$ cat src/rtl/uart_rx_pkg.sv
// Shared types for the serial receive path.
// Assumes: data field at most 8 bits; tags sit above the data in the queue word.
package uart_rx_pkg;
    typedef struct packed {
        logic       brk;
        logic       par_err;
        logic       frm_err;
        logic [7:0] data;
    } rx_entry_t;

    typedef enum logic [2:0] {
        ST_IDLE, ST_START, ST_DATA, ST_PAR, ST_STOP1, ST_STOP2, ST_BRKW
    } rx_state_t;
endpackage

$ cat src/rtl/rx_frame_engine.sv
// Frame engine: synchronises the line, finds and confirms start bits, samples bits
// at their centre and emits one tagged character per frame.
// Assumes: os_tick comes OSR times per bit; configuration is stable during a frame.
module rx_frame_engine
    import uart_rx_pkg::*;
#(
    parameter int OSR = 16
) (
    input  logic      clk,
    input  logic      rst_n,
    input  logic      os_tick,
    input  logic      rx_in,
    input  logic [1:0] cfg_len,
    input  logic      cfg_par_en,
    input  logic      cfg_even,
    input  logic      cfg_stick,
    input  logic      cfg_two_stop,
    output logic      push,
    output rx_entry_t push_entry
);
    localparam int CW   = $clog2(OSR);
    localparam int MID  = OSR / 2 - 1;
    localparam int LAST = OSR - 1;

    logic          rx_meta, rx_s;
    rx_state_t     state;
    logic [CW-1:0] tcnt;
    logic [2:0]    bidx;
    logic [7:0]    shreg;
    logic          zero_acc, par_seen, fe1;
    logic          bit_pt, exp_par, pe_now;
    logic [2:0]    last_idx;

    // Derive the sample point, last data index and parity verdict
    always_comb begin
        bit_pt   = (tcnt == CW'(LAST));
        last_idx = 3'd4 + {1'b0, cfg_len};
        exp_par  = cfg_stick ? ~cfg_even : (cfg_even ? ^shreg : ~(^shreg));
        pe_now   = cfg_par_en && (par_seen != exp_par);
    end

    // Two-flop synchroniser on the serial line, idle high
    always_ff @(posedge clk) begin
        if (!rst_n) begin
            rx_meta <= 1'b1;
            rx_s    <= 1'b1;
        end else begin
            rx_meta <= rx_in;
            rx_s    <= rx_meta;
        end
    end

    // Frame state machine, advanced on oversample strobes
    always_ff @(posedge clk) begin
        if (!rst_n) begin
            state      <= ST_IDLE;
            tcnt       <= '0;
            bidx       <= '0;
            shreg      <= '0;
            zero_acc   <= 1'b0;
            par_seen   <= 1'b0;
            fe1        <= 1'b0;
            push       <= 1'b0;
            push_entry <= '0;
        end else begin
            push <= 1'b0;
            if (os_tick) begin
                case (state)
                    ST_IDLE: begin
                        if (!rx_s) begin
                            state <= ST_START;
                            tcnt  <= '0;
                        end
                    end
                    ST_START: begin
                        if (tcnt == CW'(MID)) begin
                            tcnt <= '0;
                            if (!rx_s) begin
                                state    <= ST_DATA;
                                bidx     <= '0;
                                shreg    <= '0;
                                zero_acc <= 1'b1;
                            end else begin
                                state <= ST_IDLE;
                            end
                        end else begin
                            tcnt <= tcnt + 1'b1;
                        end
                    end
                    ST_DATA: begin
                        tcnt <= bit_pt ? '0 : tcnt + 1'b1;
                        if (bit_pt) begin
                            shreg[bidx] <= rx_s;
                            zero_acc    <= zero_acc & ~rx_s;
                            if (bidx == last_idx)
                                state <= cfg_par_en ? ST_PAR : ST_STOP1;
                            else
                                bidx <= bidx + 1'b1;
                        end
                    end
                    ST_PAR: begin
                        tcnt <= bit_pt ? '0 : tcnt + 1'b1;
                        if (bit_pt) begin
                            par_seen <= rx_s;
                            zero_acc <= zero_acc & ~rx_s;
                            state    <= ST_STOP1;
                        end
                    end
                    ST_STOP1: begin
                        tcnt <= bit_pt ? '0 : tcnt + 1'b1;
                        if (bit_pt) begin
                            if (zero_acc && !rx_s) begin
                                push       <= 1'b1;
                                push_entry <= '{brk: 1'b1, par_err: 1'b0, frm_err: 1'b0, data: 8'h00};
                                state      <= ST_BRKW;
                            end else if (cfg_two_stop) begin
                                fe1   <= ~rx_s;
                                state <= ST_STOP2;
                            end else begin
                                push       <= 1'b1;
                                push_entry <= '{brk: 1'b0, par_err: pe_now, frm_err: ~rx_s, data: shreg};
                                state      <= ST_IDLE;
                            end
                        end
                    end
                    ST_STOP2: begin
                        tcnt <= bit_pt ? '0 : tcnt + 1'b1;
                        if (bit_pt) begin
                            push       <= 1'b1;
                            push_entry <= '{brk: 1'b0, par_err: pe_now, frm_err: fe1 | ~rx_s, data: shreg};
                            state      <= ST_IDLE;
                        end
                    end
                    ST_BRKW: begin
                        if (rx_s) state <= ST_IDLE;
                    end
                    default: state <= ST_IDLE;
                endcase
            end
        end
    end


    break_entry_zero_chk: assert property (@(posedge clk) disable iff (!rst_n)
        (push && push_entry.brk) |-> (push_entry.data == 8'h00 && !push_entry.frm_err && !push_entry.par_err));


    glitch_reject_chk: assert property (@(posedge clk) disable iff (!rst_n)
        (state == ST_START && os_tick && tcnt == CW'(MID) && rx_s) |=> (state == ST_IDLE));


    break_hold_chk: assert property (@(posedge clk) disable iff (!rst_n)
        (state == ST_BRKW && !rx_s) |=> (state == ST_BRKW && !push));


    no_tick_hold_chk: assert property (@(posedge clk) disable iff (!rst_n)
        !os_tick |=> ($stable(tcnt) && !push));
endmodule

$ cat src/rtl/rx_char_fifo.sv
// Receive queue: first-in first-out store with show-ahead head output.
// Assumes: a write while full is refused by the queue; the caller sees `full`.
module rx_char_fifo #(
    parameter int DEPTH = 16,
    parameter int W     = 11
) (
    input  logic         clk,
    input  logic         rst_n,
    input  logic         wr_en,
    input  logic [W-1:0] wr_data,
    input  logic         rd_en,
    output logic [W-1:0] rd_data,
    output logic         full,
    output logic         empty
);
    localparam int AW = $clog2(DEPTH);

    logic [W-1:0] mem [DEPTH];
    logic [AW-1:0] wptr, rptr;
    logic [AW:0]   count;
    logic          do_wr, do_rd;

    // Qualify accesses against occupancy
    always_comb begin
        full  = (count == (AW+1)'(DEPTH));
        empty = (count == '0);
        do_wr = wr_en && !full;
        do_rd = rd_en && !empty;
        rd_data = mem[rptr];
    end

    // Storage writes
    always_ff @(posedge clk) begin
        if (do_wr) mem[wptr] <= wr_data;
    end

    // Pointer and occupancy tracking
    always_ff @(posedge clk) begin
        if (!rst_n) begin
            wptr  <= '0;
            rptr  <= '0;
            count <= '0;
        end else begin
            if (do_wr) wptr <= (wptr == AW'(DEPTH-1)) ? '0 : wptr + 1'b1;
            if (do_rd) rptr <= (rptr == AW'(DEPTH-1)) ? '0 : rptr + 1'b1;
            count <= count + (AW+1)'(do_wr) - (AW+1)'(do_rd);
        end
    end


    no_overflow_chk: assert property (@(posedge clk) disable iff (!rst_n)
        count <= (AW+1)'(DEPTH));


    full_write_keeps_chk: assert property (@(posedge clk) disable iff (!rst_n)
        (wr_en && full && !rd_en) |=> ($stable(count) && $stable(rptr)));
endmodule

$ cat src/rtl/rx_err_status.sv
// Sticky error register: records tags of popped entries and overruns.
// Assumes: clear and set in one cycle leave the new event recorded.
module rx_err_status (
    input  logic       clk,
    input  logic       rst_n,
    input  logic       pop_evt,
    input  logic [2:0] pop_tags,
    input  logic       ovr_evt,
    input  logic       clr,
    output logic [3:0] bits
);
    logic [3:0] set_vec;

    // Collect this cycle's error events
    always_comb begin
        set_vec = {ovr_evt, pop_evt ? pop_tags : 3'b000};
    end

    // Clear-then-set update of the sticky bits
    always_ff @(posedge clk) begin
        if (!rst_n) bits <= '0;
        else        bits <= (clr ? 4'b0000 : bits) | set_vec;
    end


    clear_all_chk: assert property (@(posedge clk) disable iff (!rst_n)
        (clr && !pop_evt && !ovr_evt) |=> (bits == 4'b0000));


    sticky_hold_chk: assert property (@(posedge clk) disable iff (!rst_n)
        !clr |=> ((bits & $past(bits)) == $past(bits)));


    overrun_flag_chk: assert property (@(posedge clk) disable iff (!rst_n)
        ovr_evt |=> bits[3]);
endmodule

$ cat src/rtl/uart_rx_err_top.sv
// Top of the serial receive path: frame engine, receive queue and error register.
// Assumes: os_tick is supplied externally at OSR strobes per bit.
module uart_rx_err_top
    import uart_rx_pkg::*;
#(
    parameter int OSR   = 16,
    parameter int DEPTH = 16
) (
    input  logic        clk,
    input  logic        rst_n,
    input  logic        os_tick,
    input  logic        rx_in,
    input  logic [1:0]  cfg_len,
    input  logic        cfg_par_en,
    input  logic        cfg_even,
    input  logic        cfg_stick,
    input  logic        cfg_two_stop,
    input  logic        rd_en,
    output logic        rd_valid,
    output logic [10:0] rd_data,
    output logic [7:0]  err_status,
    input  logic        err_clr
);
    localparam int EW = $bits(rx_entry_t);

    logic      push, full, empty;
    rx_entry_t push_entry, head;
    logic [3:0] err_bits;

    rx_frame_engine #(.OSR(OSR)) u_engine (
        .clk(clk), .rst_n(rst_n), .os_tick(os_tick), .rx_in(rx_in),
        .cfg_len(cfg_len), .cfg_par_en(cfg_par_en), .cfg_even(cfg_even),
        .cfg_stick(cfg_stick), .cfg_two_stop(cfg_two_stop),
        .push(push), .push_entry(push_entry)
    );

    rx_char_fifo #(.DEPTH(DEPTH), .W(EW)) u_fifo (
        .clk(clk), .rst_n(rst_n), .wr_en(push), .wr_data(push_entry),
        .rd_en(rd_en), .rd_data(head), .full(full), .empty(empty)
    );

    rx_err_status u_status (
        .clk(clk), .rst_n(rst_n),
        .pop_evt(rd_en && !empty),
        .pop_tags({head.brk, head.par_err, head.frm_err}),
        .ovr_evt(push && full), .clr(err_clr), .bits(err_bits)
    );

    // Drive the read and status ports
    always_comb begin
        rd_valid   = !empty;
        rd_data    = head;
        err_status = {4'b0000, err_bits};
    end


    reset_state_chk: assert property (@(posedge clk)
        !rst_n |=> (!rd_valid && err_status == 8'h00));
endmodule

$ cat config.mk
export PLATFORM = sky130hd
export DESIGN_NAME = uart_rx_err_top
export DESIGN_NICKNAME = d
export VERILOG_FILES = /design/src/rtl/uart_rx_pkg.sv /design/src/rtl/rx_frame_engine.sv /design/src/rtl/rx_char_fifo.sv /design/src/rtl/rx_err_status.sv /design/src/rtl/uart_rx_err_top.sv
export SDC_FILE = /design/constraint.sdc
export NUM_CORES = 1
export LEC_CHECK = 0
export BUFFER_PORTS_ARGS = -buffer_cell sky130_fd_sc_hd__buf_2
export CAP_MARGIN = 5
export CORE_ASPECT_RATIO = 0.8
export CORE_MARGIN = 1
export CORE_UTILIZATION = 30
export DETAILED_ROUTE_END_ITERATION = 7
export SETUP_SLACK_MARGIN = 0.1
export SYNTH_ARGS = -nofsm -noshare
export SYNTH_HDL_FRONTEND = slang
export SYNTH_SLANG_ARGS = --single-unit
$ cat constraint.sdc
create_clock -name clk -period 3.5 [get_ports clk]
set_clock_uncertainty 0.1 [all_clocks]
set_input_delay 0.7 -clock clk [delete_from_list [all_inputs] [get_ports clk]]
set_output_delay 0.7 -clock clk [all_outputs]
set_load 0.02 [all_outputs]
Yosys cells after proc, flatten, opt, wreduce, memory -nomap -nowiden

Memory sizes are Yosys's and may differ from the RTL's. A register that Yosys moved wholly into a read port is not among the register bits.
Cells that the tools add are included.

Eq/ne operators: 25
$add $sub $neg: 7
Muxes and demuxes: 53
Reductions and logical operators: 27
Magnitude comparators: 2
Bitwise logic cells: 7

Operator list:

| operator              | number |
|---|---|
| $mux W3               | 16 |
| $mux W11              | 4 |
| $mux W4               | 8 |
| $mux W8               | 3 |
| $pmux W11 S2          | 1 |
| $pmux W3 S7           | 1 |
| $reduce_and A5 Y1     | 4 |
| $ne A2 B1 Y1 const B  | 8 |
| $pmux W8 S2           | 1 |
| $add A4 B1 Y4 const B | 3 |
| $eq A4 B4 Y1 const B  | 3 |
| $mux W1               | 12 |
| $pmux W4 S3           | 1 |
| $eq A3 B3 Y1 const B  | 3 |
| $reduce_and A9 Y1     | 1 |
| $bwmux W8             | 1 |
| $reduce_xor A8 Y1     | 1 |
| $eq A3 B2 Y1 const B  | 2 |
| $logic_and A1 B1 Y1   | 6 |
| $ne A2 B2 Y1 const B  | 3 |
| $pmux W3 S2           | 1 |
| $reduce_and A3 Y1     | 2 |
| $reduce_and A6 Y1     | 1 |
| $reduce_bool A2 Y1    | 3 |
| 26 further kinds      | 32 |

Output and inout bits: 20
Memories: 1
Register bits after elaboration: 52
Word-level logic and storage cells: 140
Memory bits (writable): 176

Memories:

| memory     | depth | bits a word | read ports | clocked after memory_dff | write ports | line               | source |
|---|---|---|---|---|---|---|---|
| u_fifo.mem | 16    | 11          | 1          | 1                        | 1           | rx_char_fifo.sv:18 | `logic [W-1:0] mem [DEPTH];` |

Depth between registers and ports, before layout

Gate-level depths: netlist (run 1).

Depth after elaboration: 10
Depth in mapped cells: 13
Gate-level depth less buffers: 13

Hierarchy

From an unflattened synthesis (run 1), not the netlist that was laid out.

Cell total of the unflattened synthesis: 632
Area, all modules: 9920.8 µm²

By module, submodules not included:

| module          | cells each | area an instance (µm²) | times used | sequential area each (µm²) |
|---|---|---|---|---|
| rx_char_fifo    | 378        | 7661.1                 | 1          | 5625.4 |
| rx_frame_engine | 231        | 2063.2                 | 1          | 700.7 |
| rx_err_status   | 15         | 146.4                  | 1          | 80.1 |
| uart_rx_err_top | 8          | 50.0                   | 1          | 0.0 |

Worst setup path before layout (run 1)

OpenSTA, ideal clock, no wires.

Kind: reg2reg
From: register u_fifo.count[3]
To: register u_fifo.count[4]
Buffers on the path: 0
Path slack: 0.480 ns
Cell stages (with the launch flop): 14
Data required time: 3.284 ns
Arrival: 2.805 ns
Library setup time: 0.116 ns
Cell sequence: dfxtp_1 inv_1 ha_1 or4b_1 nand2_1 inv_1 ha_1 inv_1 ha_1 fa_1 a21oi_1 nor2_1 nor3_1 and3b_1

Elaborated cells on any way between the ends: 8

RTL lines:

| item                     | line                  | source |
|---|---|---|
| start: declaration       | rx_char_fifo.sv:20    | `logic [AW:0] count;` |
| start signal: assignment | rx_char_fifo.sv:46    | `count <= count + (AW+1)'(do_wr) - (AW+1)'(do_rd);` |
| $logic_not A5 Y1         | rx_char_fifo.sv:26    | `empty = (count == '0);` |
| $logic_not A1 Y1         | --                    |  |
| named net rd_valid       | uart_rx_err_top.sv:19 | `output logic rd_valid,` |
| $logic_and A1 B1 Y1      | rx_char_fifo.sv:28    | `do_rd = rd_en && !empty;` |
| $sub A5 B1 Y5            | rx_char_fifo.sv:46    |  |

The timed path passes the listed nets, and every way through them passes these cells.
A chain may end at the register's enable or synchronous reset.

==> run metrics, run 1 <==
Slew Limit Headroom 0.4509; post_cts resized 1; cells taking the most area after synthesis edfxtp_1 (54%), dfxtp_1 (11%), mux4_1 (6.9%), mux4_2 (5.9%), ha_1 (1.7%); post-synth cell types 63; Worst Path Max Fanout 22; max cap viols 0; Total Wirelength 20090 microns; mux contribution to synthesized area 0.1329; vias in the first global route 5204; post-layout min period 3275 ps; critical path class flop to primary output; synth warn 0; root buf cell clkbuf_16; via-per-instance ratio 4.838; vias 5375; Combinational Power Share 0.099; PnR worst setup slack 225.4 ps; port bufs 27; Net Sw Frac 0.2273; CP peak stage delay 620 ps; pin count of the biggest net entering global routing 45; Area growth, synth to finish 15.14%; biggest area consumer among synthesized cells edfxtp_1; drc violations 0; clock share of power 0.410; I/O pin cnt 32; Synth top area share 0.5367; Final Hold Fails 0; core area 0.03186 sq mm; layout net count 701; synthesized area per cell 15.61 sq um; max-slew violations 0; Starting Density 0.3091; All-Layer GR Usage 0.1216; top_reg_cell synth edfxtp_1; Post-Synth XOR/XNOR Area 0.01423; Post-synth EDFFs 176; Worst Tran Pin Value 823.7 ps; CP delay by family, top multiplexers; clk sinks 232; post-route ant nets 0; PD cells 543.6 mW/mm^2; Synth Area in Compound Gates 0.05616; Gate Count Post-Synth 631; post-synthesis register bit count 232; CP Launch Type flop; register area share after synthesis 0.6505; Die Span Y 164.1 microns; post-synthesis simple-gate area fraction 0.09681; Bufs on Longest Clock Path 3; main combinational cell family by area after synthesis multiplexers; Max Clock Freq 0.3054 GHz; Mapped Area 0.009848 sq mm; crit path max-delay cell type mux4_1; Async SR Flop Fraction 0; Antenna diodes 0; period utilization 0.9356; Die Width 204.6 microns; first-pass GRT wire length 31060 microns; antenna violations before repair 0; GRT overflow 0; postcts setup bufs 0; worst endpoint required time 2700 ps; total clock buffers created by CTS 24; Crit path arrival time 2470 ps; Filler cells 3004; Buffers & Inverters on Critical Path 2; Net Sw Power 1401 uW; Adder-Cell Fraction of Synth Area 0.01855; drt first pass iters 4; Max VDD drop 0.3102 mV; Iter 0 DRT Violations 399; setup TNS 0 ps; run status finished, final reports clean; Lkg Pwr 0.003168 uW; RePlAce Congestion 0.7535; final setup vio count 0; post-DP HPWL 12780 microns; Hold WC Path Type input pin to flop; Clock Latency Late Sink 520 ps; RSZ-0062 raised after global routing false; row cnt 58; post-layout util 0.3559; share of layout cells above drive strength 1 0.1838; Worst Setup End Kind primary output; cts hold-fix bufs 0; CTS clk-pin slew, worst paths 60 ps; CTS tree done; crit-path cells buf_12, mux4_1, mux4_2, buf_2; DP Worst Slack 390.0 ps; area of the die 0.03356 sq mm; Reg power frac 0.491; WL/cell 18.09 microns; CTS HTree Levels 1; P_int 4763 uW
-- kinds of logic after synthesis --
logic type,Yosys count
flip-flops,232
AND/OR/NAND/NOR,174
AO/OA/AOI/OAI,82
multiplexers,56
buffers and inverters,56
XOR/XNOR,16
adder cells (fa/ha/maj),14
other,1
-- final cells by class --
type                            count  area (sq um)  area share
Clock buffer                       33         634.4     0.05594
Clock inverter                      9         136.4     0.01203
Inverter                           19         73.82    0.006510
Multi-Input combinational cell    346          3198      0.2820
Sequential cell                   232          6411      0.5654
Tap cell                          420         525.5     0.04634
Timing Repair Buffer               52         360.3     0.03178
-- power by group through the flow --
stage | clock network [uW] | logic [uW] | registers (uW)
CTS | 2580 | 623 | 3030
floorplan | 0 | 505 | 3070
global placement | 0 | 616 | 3090
global route | 2710 | 676 | 3040
finish | 2530 | 608 | 3030
detailed placement | 0 | 619 | 3090
-- routing by layer --
metal  part of all wire  up-vias  track usage
met1               0.50     2690       0.1849
met2               0.44      123       0.1797
met4              0.014        0      0.02714
met5                  0        -            0
met3              0.045       21      0.02063
li1                   -     2541            -
-- worst paths after layout --
check	startpoint	end	slack (ps)	cells past startpoint
worst max-delay path	flop	rd_data[7]	230	4
worst min-delay path	rx_in	u_engine.rx_meta	270	2
worst max register to register	u_fifo.count[2]	u_fifo.count[4]	430	13
worst min register to register	u_engine.rx_meta	u_engine.rx_s	310	1
-- cell usage after synthesis, drive strengths merged, types with 5 or more instances --
cell and n:
and2 16, nor3 10, xnor2 11, nand3 30, nand2b 7, nor2 17, dfxtp 56, inv 19
a22oi 8, a21boi 16, clkbuf 16, a21oi 12, mux4 52, buf 21, xor2 5, o21ai 24
ha 13, nor2b 21, edfxtp 176, nand2 41
-- per-stage QoR --
stage / power, uW / cell area [sq um] / hold slack [ps] / instances
global route: 6418 / 11340 / 249.3 / 1111
finish: 6164 / 11340 / 272.8 / 1111
CTS: 6234 / 11340 / 253.4 / 1111
floorplan: 3574 / 9859 / 286.3 / 634
detailed placement: 3705 / 10570 / 295.3 / 1069
global placement: 3702 / 10570 / 293.0 / 1069
-- registers in the layout, indices dropped and copies added, names as in the netlist, named ones only --
| register | flops |
|---|---|
| u_status.bits | 4 |
| u_fifo.mem | 176 |
| u_fifo.rptr | 4 |
| u_engine.state | 3 |
| u_engine.zero_acc | 1 |
| u_engine.shreg | 8 |
| u_engine.tcnt | 4 |
| u_engine.rx_meta | 1 |
| u_engine.push_entry | 11 |
| u_engine.push | 1 |
| u_fifo.wptr | 4 |
| u_engine.par_seen | 1 |
| u_engine.rx_s | 1 |
| u_engine.bidx | 3 |
| u_fifo.count | 5 |
| u_engine.fe1 | 1 |
-- layout by cell type, fill, tap and decap left out, types with 22 or more instances in the layout --
cell type | Yosys | layout
mux4_1 | 26 | 26
buf_2 | 10 | 27
mux4_2 | 26 | 26
nand3_1 | 30 | 30
clkbuf_16 | 0 | 24
edfxtp_1 | 176 | 176
buf_4 | 5 | 22
nand2_1 | 41 | 41
dfxtp_1 | 56 | 54
Note: power is estimated with default switching activity, not from simulation.
==> run 2, diff against run 1 <==
Settings changed: HOLD_SLACK_MARGIN set to 0.08.
Clock period 3.5 ns to 3.9 ns, I/O delays scaled along.
==> run metrics, run 2 (synthesized netlist as in run 1, its figures left out) <==
run status finished, final reports clean; WHS Endpoint u_engine.rx_s; CP Launch Type flop; Antenna diodes 0 (unchanged); post_cts resized 0 (-1); Final Hold Fails 0 (unchanged); CTS tree done; GRT overflow 0 (unchanged); Bufs on Longest Clock Path 3 (unchanged); Hold WC Path Type flop to flop; vias in the first global route 5271 (+1.3%); CTS HTree Levels 1 (unchanged); critical path class flop to primary output; PD cells 484.7 mW/mm^2 (-11%); clk sinks 232 (unchanged); Area growth, synth to finish 14.17%; r2r startpoint u_fifo.count[3]; pin count of the biggest net entering global routing 33 (-27%); postcts setup bufs 0 (unchanged); setup TNS 0 ps (unchanged); Lkg Pwr 0.003120 uW (-1.5%); cts hold-fix bufs 0 (unchanged); layout net count 692 (-1.3%); I/O pin cnt 32 (unchanged); WL/cell 17.80 microns (-1.6%); Hold Path Stages 1 (-1); vias 5317 (-1.1%); max reg flops 176 (unchanged); Worst Setup End Kind primary output; Die Width 204.6 microns (unchanged); Worst Path Max Fanout 12 (-45%); drt first pass iters 5 (+1); final std cells w/o fill 1102 (-0.81%); first-pass GRT wire length 30330 microns (-2.3%); period utilization 0.8509; Placed Area 0.01050 sq mm (-0.66%); drc violations 0 (unchanged); core area 0.03186 sq mm (unchanged); HP Start u_engine.rx_meta; final setup vio count 0 (unchanged); Reg with most FFs u_fifo.mem; row cnt 58 (unchanged); Starting Density 0.3091 (unchanged); hold slack 307.5 ps (+34.71 ps); Crit path arrival time 2440 ps (-30 ps); port bufs 27 (unchanged); Total Wirelength 19620 microns (-2.4%); Iter 0 DRT Violations 375 (-6.0%); area of the die 0.03356 sq mm (unchanged); worst reg2reg path depth 13 (unchanged); post-DP HPWL 12010 microns (-6.0%); worst endpoint required time 3020 ps (+320 ps); most frequent cells in the layout edfxtp_1 (176), dfxtp_1 (54), nand2_1 (41), nand3_1 (30), buf_2 (27); PnR worst setup slack 581.5 ps (+356.1 ps); total clock buffers created by CTS 23 (-4.2%); root buf cell clkbuf_16; CTS clk-pin slew, worst paths 70 ps (about the same); share of layout cells above drive strength 1 0.1804 (-0.003440); post-placement cell count 1061 (-0.75%); Worst Tran Pin Value 900.8 ps (+77.03 ps); Die Span Y 164.1 microns (unchanged); post-route ant nets 0 (unchanged); via-per-instance ratio 4.825 (-0.27%); Clock Latency Late Sink 510 ps (about the same); RePlAce Congestion 0.7167 (-4.9%); Top Registers u_fifo.mem (176), u_engine.push_entry (11), u_engine.shreg (8); most common cell after layout, fill and taps aside edfxtp_1; antenna violations before repair 0 (unchanged); All-Layer GR Usage 0.1189 (-0.002762); max-slew violations 0 (unchanged); DP Worst Slack 811.3 ps (+421.3 ps); RSZ-0062 raised after global routing false; Register-to-Register Setup Slack 810 ps (+380 ps); Max Clock Freq 0.3013 GHz; Max VDD drop 0.2223 mV (-28%); post-layout min period 3319 ps; R2R Path End u_fifo.count[4]; max cap viols 0 (unchanged); Slew Limit Headroom 0.3988 (-0.05200); Design Area, Final 0.01124 sq mm (-0.85%)
## run 2: report_power, final
group	total [uW]	internal, uW	switching [uW]
clock network	2200	1260	942
logic	533	256	276
registers	2720	2670	49.4
## run 2: layout make-up
cell class                 instances  area (sq um)
fill                            3023         20610
sequential                       232          6409
multi-input combinational        346          3201
clock buffer                      29         608.1
tap                              420         525.5
timing repair buffer              44         287.8
clock inverter                    12         138.9
inverter                          19         73.82
## run 2: how the worst max path moves through the flow
stage / start / to / depth (start not counted)
floorplan: u_fifo.count[3] / u_fifo.count[4] / 13
finish: flop / rd_data[1] / 4
CTS: flop / rd_data[1] / 4
global placement: u_fifo.count[3] / u_fifo.count[4] / 13
global route: flop / rd_data[4] / 4
detailed placement: u_fifo.count[3] / u_fifo.count[4] / 13
## run 2: metal layers
metal,vias to the layer above,global-route usage,part of all wire
li1,2525,-,-
met1,2647,0.1717,0.48
met2,121,0.1873,0.45
met3,24,0.01964,0.057
met4,0,0.02510,0.014
met5,-,0,0
## run 2: worst max-delay path, cell delays in order, from the launching register on
cell and delay (ps):
dfxtp_2 350, buf_4 250, mux4_1 600, mux4_2 520, buf_2 190
## run 2: stage by stage
| step | utilization | power (uW) |
|---|---|---|
| 2_1_floorplan | - | 3208 |
| 3_3_place_gp | 0.3295 | 3309 |
| 3_5_place_dp | 0.3295 | 3311 |
| 4_1_cts | 0.3529 | 5508 |
| 5_1_grt | 0.3529 | 5667 |
| 6_report | 0.3529 | 5450 |
==> run 3, diff against run 2 <==
Settings changed: CORE_UTILIZATION 30 to 40.
==> run metrics, run 3 (synthesized netlist as in run 1, its figures left out) <==
crit path max-delay cell type mux4_1; P_int 4187 uW (+0.13%); most common cell after layout, fill and taps aside edfxtp_1; I/O pin cnt 32 (unchanged); Reg with most FFs u_fifo.mem; Filler cells 2068 (-32%); Hold WC Path Type flop to flop; max cap viols 0 (unchanged); Crit path arrival time 2660 ps (+220 ps); most frequent cells in the layout edfxtp_1 (176), dfxtp_1 (54), nand2_1 (41), nand3_1 (30), buf_2 (27); Clock Latency Late Sink 520 ps (about the same); Starting Density 0.4143 (+0.1051); flip-flop and latch area 0.006409 sq mm (unchanged); CTS HTree Levels 1 (unchanged); GRT overflow 0 (unchanged); CP delay by family, top multiplexers; DP Worst Slack 803.3 ps (-7.953 ps); WL/cell 19.59 microns (+10%); final setup vio count 0 (unchanged); postcts setup bufs 0 (unchanged); row cnt 50 (-14%); Die Span Y 142.3 microns (-13%); drc violations 0 (unchanged); Combinational Power Share 0.096 (-0.002); crit-path cells buf_4, mux4_1, mux4_2, buf_2; Bufs on Longest Clock Path 3 (unchanged); Max Clock Freq 0.2824 GHz (-6.3%); critical path class flop to primary output; Worst Setup End Kind primary output; Die Width 177.4 microns (-13%); PnR worst setup slack 358.6 ps (-222.9 ps); area of the die 0.02526 sq mm (-25%); Final Hold Fails 0 (unchanged); worst endpoint required time 3020 ps (about the same); post-route ant nets 0 (unchanged); Top Registers u_fifo.mem (176), u_engine.push_entry (11), u_engine.shreg (8); port bufs 27 (unchanged); Slew Limit Headroom 0.4404 (+0.04157); Reg power frac 0.498 (about the same); post-layout min period 3541 ps (+222.9 ps); Net Sw Power 1289 uW (+1.6%); setup TNS 0 ps (unchanged); clock share of power 0.406 (+0.002); Buffers & Inverters on Critical Path 2 (unchanged); layout net count 694 (+0.29%); core area 0.02377 sq mm (-25%); PD cells 491.8 mW/mm^2 (+1.5%); first-pass GRT wire length 30400 microns (+0.23%); Worst Tran Pin Value 838.2 ps (-62.54 ps); root buf cell clkbuf_16; CTS clk-pin slew, worst paths 60 ps (about the same); Lkg Pwr 0.003128 uW (+0.25%); CP Launch Type flop; Net Sw Frac 0.2353 (+0.002612); drt first pass iters 4 (-1); CP peak stage delay 640 ps (+40 ps); Antenna diodes 0 (unchanged); run status finished, final reports clean; antenna violations before repair 0 (unchanged); Worst Path Max Fanout 33 (+21); max-slew violations 0 (unchanged); All-Layer GR Usage 0.1584 (+0.03951); RSZ-0062 raised after global routing false; vias 5370 (+1.0%); clk sinks 232 (unchanged); post-DP HPWL 11990 microns (-0.22%); Total Wirelength 19550 microns (-0.34%); total clock buffers created by CTS 24 (+4.3%); RePlAce Congestion 0.7832 (+9.3%); Max VDD drop 0.2686 mV (+21%); post_cts resized 0 (unchanged); period utilization 0.9081 (+0.05716); share of layout cells above drive strength 1 0.1895 (+0.009152); Iter 0 DRT Violations 443 (+18%); pin count of the biggest net entering global routing 47 (+42%); Multi-input gate area 0.003198 sq mm (about the same); vias in the first global route 5369 (+1.9%); cts hold-fix bufs 0 (unchanged); Area growth, synth to finish 13.05%; CTS tree done; max reg flops 176 (unchanged); via-per-instance ratio 5.381 (+12%)
-- run 3: power groups by stage --
stage	logic, uW	clock network, uW	registers, uW
4_1_cts	533	2280	2730
3_5_place_dp	523	0	2780
5_1_grt	577	2380	2730
3_3_place_gp	508	0	2780
6_report	524	2220	2730
2_1_floorplan	454	0	2750
-- run 3: final cells by class --
class,instances,area share
flip-flops and latches,232,0.5756
multi-input cells,346,0.2873
repair buffers,45,0.02540
clock buffers,24,0.05394
clock inverters,20,0.01607
well taps,312,0.03506
inverters,19,0.006631
-- run 3: per-stage QoR --
step	util	std cells	power (uW)	instance area, sq um	hold WS (ps)
after floorplan	-	634	3208	9859	286.3
after global routing	0.4683	998	5690	11130	339.2
final	0.4683	998	5475	11130	317.2
after detailed placement	0.4355	954	3304	10350	305.0
after CTS	0.4683	998	5537	11130	325.4
after global placement	0.4355	954	3283	10350	307.4
-- run 3: routing by layer --
metal / routed length (microns) / GRT usage / vias up / share of wire
met4: 358 / 0.03824 / 0 / 0.018
met5: 0 / 0 / - / 0
li1: - / - / 2523 / -
met3: 926 / 0.02991 / 29 / 0.047
met2: 9358 / 0.2634 / 136 / 0.48
met1: 8905 / 0.2147 / 2682 / 0.46
-- run 3: path summary, 6_finish.rpt --
kind,startpoint,to,slack (ps),depth (start not counted)
max,flop,rd_data[3],360,4
min,u_engine.rx_meta,u_engine.rx_s,320,1
max reg2reg,u_fifo.count[3],u_fifo.count[4],770,13
min reg2reg,u_engine.rx_meta,u_engine.rx_s,320,1
-- run 3: worst reg2reg max path: cells and delay by family (launching register included) --
| family | cells | cell delay, ps |
|---|---|---|
| adder cells (fa/ha/maj) | 4 | 1120 |
| AND/OR/NAND/NOR | 5 | 1050 |
| flip-flops | 1 | 330 |
| buffers and inverters | 3 | 270 |
| AO/OA/AOI/OAI | 1 | 150 |
